==> config.mk <==
export PLATFORM = sky130hd
export DESIGN_NAME = adc_scan_seq
export DESIGN_NICKNAME = d
export VERILOG_FILES = /design/src/rtl/adc_scan_seq.sv
export SDC_FILE = /design/constraint.sdc
export NUM_CORES = 1
export LEC_CHECK = 0
export ABC_AREA = 1
export ABC_CLOCK_PERIOD_IN_PS = 3290
export BUFFER_PORTS_ARGS = -buffer_cell sky130_fd_sc_hd__buf_4
export CAP_MARGIN = 10
export CORE_MARGIN = 2
export CORE_UTILIZATION = 40
export DETAILED_ROUTE_END_ITERATION = 10
export HOLD_SLACK_MARGIN = 0.12
export PLACE_DENSITY = 0.59
export SLEW_MARGIN = 15
export SYNTH_ARGS = -nofsm -noshare
export SYNTH_HDL_FRONTEND = slang
export SYNTH_SLANG_ARGS = --single-unit
export TNS_END_PERCENT = 20
==> constraint.sdc <==
create_clock -name clk -period 3.29 [get_ports clk]
set_input_delay 0.4935 -clock clk [delete_from_list [all_inputs] [get_ports clk]]
set_output_delay 0.4935 -clock clk [all_outputs]
set_load 0.05 [all_outputs]
==> src/rtl/adc_scan_seq.sv <==
module adc_scan_seq #(
  parameter int CH_W  = 5,
  parameter int RES_W = 12,
  parameter int RANKS = 4
) (
  input  logic                   clk,
  input  logic                   rst_n,
  input  logic                   wr_en,
  input  logic [1:0]             wr_addr,
  input  logic [31:0]            wr_data,
  input  logic [7:0]             trig_evt,
  output logic                   cv_start,
  output logic [CH_W-1:0]        cv_chan,
  input  logic                   cv_done,
  input  logic [RES_W-1:0]       cv_result,
  output logic                   dreq,
  input  logic                   dack,
  output logic [RES_W-1:0]       dout,
  output logic [RANKS*RES_W-1:0] inj_data,
  output logic                   ovr,
  output logic                   inj_done
);
  localparam int RK_W    = $clog2(RANKS);
  localparam int LEN_LSB = RANKS * CH_W;
  localparam int SEQ_W   = LEN_LSB + RK_W;
  localparam int GO_BIT  = SEQ_W;

  typedef enum logic [1:0] {S_IDLE, S_START, S_WAIT} st_t;

  st_t             state;
  logic            conv_on, scan_en, dma_en, trig_en;
  logic [2:0]      trig_sel;
  logic [SEQ_W-1:0] seq_cfg, inj_cfg;
  logic            inj_pend, inj_mode;
  logic [RK_W-1:0] rank;

  wire             trig_hit = conv_on & trig_en & trig_evt[trig_sel];
  wire [RK_W-1:0]  reg_last = scan_en ? seq_cfg[LEN_LSB +: RK_W] : '0;
  wire [RK_W-1:0]  inj_last = inj_cfg[LEN_LSB +: RK_W];
  wire [RK_W-1:0]  last     = inj_mode ? inj_last : reg_last;
  wire             conv_end = (state == S_WAIT) && cv_done;
  wire             reg_end  = conv_end && !inj_mode;

  wire unused_bits = ^{wr_data[31:GO_BIT+1], wr_data[16:4]};

  assign cv_start = (state == S_START);
  assign cv_chan  = inj_mode ? inj_cfg[rank*CH_W +: CH_W] : seq_cfg[rank*CH_W +: CH_W];

  always_ff @(posedge clk or negedge rst_n) begin
    if (!rst_n) begin
      state    <= S_IDLE;
      conv_on  <= 1'b0;
      scan_en  <= 1'b0;
      dma_en   <= 1'b0;
      trig_en  <= 1'b0;
      trig_sel <= '0;
      seq_cfg  <= '0;
      inj_cfg  <= '0;
      inj_pend <= 1'b0;
      inj_mode <= 1'b0;
      rank     <= '0;
      dreq     <= 1'b0;
      dout     <= '0;
      inj_data <= '0;
      ovr      <= 1'b0;
      inj_done <= 1'b0;
    end else begin
      if (wr_en && wr_addr == 2'd3) begin
        if (wr_data[0]) inj_done <= 1'b0;
        if (wr_data[1]) ovr <= 1'b0;
      end
      if (wr_en && wr_addr == 2'd0) begin
        conv_on  <= wr_data[0];
        scan_en  <= wr_data[1];
        dma_en   <= wr_data[2];
        trig_en  <= wr_data[3];
        trig_sel <= wr_data[19:17];
      end
      if (wr_en && wr_addr == 2'd1) seq_cfg <= wr_data[SEQ_W-1:0];

      if (dack) dreq <= 1'b0;
      if (trig_hit && state != S_IDLE) ovr <= 1'b1;

      if (reg_end) begin
        dout <= cv_result;
        if (dma_en) begin
          if (dreq && !dack) ovr <= 1'b1;
          dreq <= 1'b1;
        end
      end
      if (conv_end && inj_mode) inj_data[rank*RES_W +: RES_W] <= cv_result;

      case (state)
        S_IDLE: begin
          if (trig_hit) begin
            inj_mode <= 1'b0;
            rank     <= '0;
            state    <= S_START;
          end else if (inj_pend && conv_on) begin
            inj_mode <= 1'b1;
            inj_pend <= 1'b0;
            rank     <= '0;
            state    <= S_START;
          end
        end
        S_START: state <= S_WAIT;
        S_WAIT: begin
          if (cv_done) begin
            if (rank == last) begin
              if (inj_mode) inj_done <= 1'b1;
              if (!inj_mode && inj_pend) begin
                inj_mode <= 1'b1;
                inj_pend <= 1'b0;
                rank     <= '0;
                state    <= S_START;
              end else begin
                state <= S_IDLE;
              end
            end else begin
              rank  <= rank + RK_W'(1);
              state <= S_START;
            end
          end
        end
        default: state <= S_IDLE;
      endcase

      if (wr_en && wr_addr == 2'd2) begin
        inj_cfg <= wr_data[SEQ_W-1:0];
        if (wr_data[GO_BIT]) inj_pend <= 1'b1;
      end
    end
  end

  // start is a single-cycle pulse
  a_r12_start_pulse: assert property (@(posedge clk) disable iff (!rst_n)
    cv_start |=> !cv_start);

  // an idle sequencer with the converter off never starts
  a_r1_off_no_start: assert property (@(posedge clk) disable iff (!rst_n)
    (state == S_IDLE && !conv_on) |=> !cv_start);

  // a request is only dropped by an acknowledge
  a_r5_dreq_hold: assert property (@(posedge clk) disable iff (!rst_n)
    (dreq && !dack) |=> dreq);

  // a trigger while busy flags an overrun
  a_r7_busy_trig: assert property (@(posedge clk) disable iff (!rst_n)
    (trig_hit && state != S_IDLE) |=> ovr);

  // result over an unacknowledged request flags an overrun
  a_r8_unacked: assert property (@(posedge clk) disable iff (!rst_n)
    (reg_end && dma_en && dreq && !dack) |=> (ovr && dreq));

  // injected results leave the regular path alone
  a_r10_inj_isolated: assert property (@(posedge clk) disable iff (!rst_n)
    (conv_end && inj_mode) |=> ($stable(dout) && !$rose(dreq)));

  // last injected rank sets the complete flag
  a_r11_inj_done: assert property (@(posedge clk) disable iff (!rst_n)
    (conv_end && inj_mode && rank == inj_last) |=> inj_done);
endmodule

==> flow_summary.toml <==
[outcome]
outcome = "finished clean"

[floorplan]
die_width_um = 124.3
ioPinCount = 128
start_util_pct = 41.39
core.rowCount = 43
core_mm2 = 0.01399
fp.dieH_um = 124.3
die_area_mm2 = 0.01545

[global_route]
grt_use_total_pct = 22.20
overflow = 0
antenna_found_initial = 0
grt_max_degree = 65
grt_pass1_vias = 5262
grt_pass1_wl_um = 27380

[pwr]
power_frac_comb_pct = 35.9
p_leak_nw = 3.724
total_power_mw = 6.398
seq_power_share_pct = 30.4
power_frac_clock_pct = 33.7
power_density_mw_per_mm2 = 852.4
power.internal_mw = 3.926
ir_drop_mv = 0.8026
p_sw_share_pct = 38.64
p_sw_mw = 2.472

[sta]
fin_ws_ps = 433.9
fmax_ghz = 0.3501
relSlewSlack_pct = 41.44
rsz0062_at_grt = "no"
tightest_slew_ps = 871.0
setup_viol_count_final = 0
fin_hold_ws_ps = 159.7
timing.final.crit_share_pct = 86.81
hold_viol = 0
slew_viol_final = 0
fin_crit_ps = 2856
tns_ps = 0
clock_skew_ps = 4.091

[placed_design]
dp_hpwl_um = 11500
port_buffers = 118
dpl_worst_slack_ps = 475.2
place.gp.congestion = 0.9004

[route]
via_per_inst = 5.383
drtIter0Drc = 383
first_pass_iters = 7
wl_per_cell_um = 16.48
dr_total_vias = 5378
wl_um = 16460
drcViolationCount = 0
postRouteAntennaNets = 0

[clocking]
cts_resized = 0
cts_tree = "done"
htreeDepth = 4
clock_path_buffers = 2
cts-root-buf = "clkbuf_16"
clock_latency_ps = 420
path_clk_slew_ps = 50
cts_setup_buffers = 0
cts.sinks = 120
cts_buffers = 17
cts_hold_buf = 0

[worst_setup_path]
arrival_ps = 3160
r2r_start = "rank[1]"
crit_fanout = 17
rrSetupSlack_ps = 430
endpoint = "inj_data[11]"
setup.worst_path.end_class = "flip-flop"
rr_worst_depth = 9
startpoint_type = "flip-flop"
worstPathRequired_ps = 3590
r2r_end = "inj_data[11]"
path_class = "reg2reg"
worstSetupStartpoint = "rank[1]"

[finish]
final_common_cell = "nand2_1"
layout_common_cells = "157 x nand2_1, 129 x buf_4, 120 x dfrtp_1, 105 x o21ai_0, 52 x inv_1"
layout-drive-gt1-share_pct = 22.22
final_core_util_pct = 53.66
area_delta_synth_final_pct = 29.65
antenna_cells = 0
nNetsFinal = 870

[synth]
ys_seq_area_share_pct = 51.87
ys_types = 36
ys_async_sr_fraction_pct = 100.0
synth_edf_count = 0
synth-main-ff-cell = "dfrtp_1"
syn_avg_cell_area_um2 = 8.318
synth_area_leader_cell = "dfrtp_1"
syn_area_mm2 = 0.005789
yosys_warnings = 0
synth.area.top_cells = "dfrtp_1 52%, nand2_1 10%, o21ai_0 9.1%, o21ai_1 4.0%, nand3_1 3.5%"
synth.top_cell.area_share_pct = 51.87
synth_nets = 760
synthCells = 696
synth-seq-cells = 120

[job]
drv_cap = 0

[min_path]
hp-class = "in2async"
layer usage:
metal	up-vias	GRT usage [%]	routed length, um	share of wire (%)
met3	26	6.314	976	5.9
met2	192	35.58	7998	49
met1	2587	28.84	7131	43
met5	-	0	0	0
met4	0	7.931	357	2.2
li1	2573	-	-	-
critical path, cell delays in order, from the launching register on:
cell and delay (ps):
dfrtp_1 510, inv_1 310, ha_1 460, nand2_1 200, nand2_1 360, inv_1 370, nand3_1 220, nor2_1 80
o21ai_0 170, nand2_1 60
power by group through the flow:
stage	registers, mW	logic (mW)	clock network, mW
3_5_place_dp	1.96	2.30	0
5_1_grt	1.98	2.49	2.27
4_1_cts	1.94	2.30	2.20
3_3_place_gp	1.95	2.27	0
6_report	1.94	2.30	2.16
2_1_floorplan	2.43	1.13	0
registers in the layout, summed over array words and instances (netlist names), 2 cells and up:
register / cells
dout: 12
inj_cfg: 22
inj_data: 48
rank: 2
seq_cfg: 22
state: 2
trig_sel: 3
Yosys cell counts (2+ instances only):
cell type,n
nor2_4,3
ha_1,5
buf_4,2
inv_2,8
a31oi_1,4
nor2_1,37
inv_1,52
dfrtp_1,120
a2bb2oi_1,3
nand2_1,157
nor4_1,4
nand3_1,41
o21ai_1,46
o22ai_1,11
o31ai_1,12
buf_6,3
clkbuf_1,24
a21oi_1,16
nand2_2,2
nand4_1,15
nor3_1,4
o21ai_0,105
buf_2,9
how the worst min path moves through the flow:
stage | startpoint | end | slack [ps] | cells past startpoint
after global placement | inj_cfg[14] | inj_cfg[14] | 460 | 2
final | rst_n | inj_data[3] | 160 | 1
after CTS | rst_n | inj_data[1] | 200 | 1
after detailed placement | inj_data[11] | inj_data[11] | 470 | 2
after global routing | rst_n | inj_data[1] | 230 | 1
after floorplan | rst_n | conv_on | 200 | 0
through the flow:
step / cells / cell area [um2]
floorplan: 696 / 5789
global placement: 967 / 6815
detailed placement: 967 / 6815
CTS: 999 / 7506
global route: 999 / 7506
finish: 999 / 7506
area by class of cell:
class / count / area [um2]
multi-input combinational: 477 / 2374
clock inverter: 7 / 185.2
inverter: 60 / 225.2
timing repair buffer: 130 / 988.4
sequential: 120 / 3003
clock buffer: 25 / 505.5
tap: 180 / 225.2
fill: 1324 / 6482
cells by family after synthesis:
group / count (synthesis) / synth area share (%)
mux: 1 / 0.1945
simple gates: 272 / 21.25
flops: 120 / 51.87
compound gates: 199 / 18.48
buf+inv: 99 / 7.132
fa+ha+maj: 5 / 1.081
(Power assumes the default switching activity.)
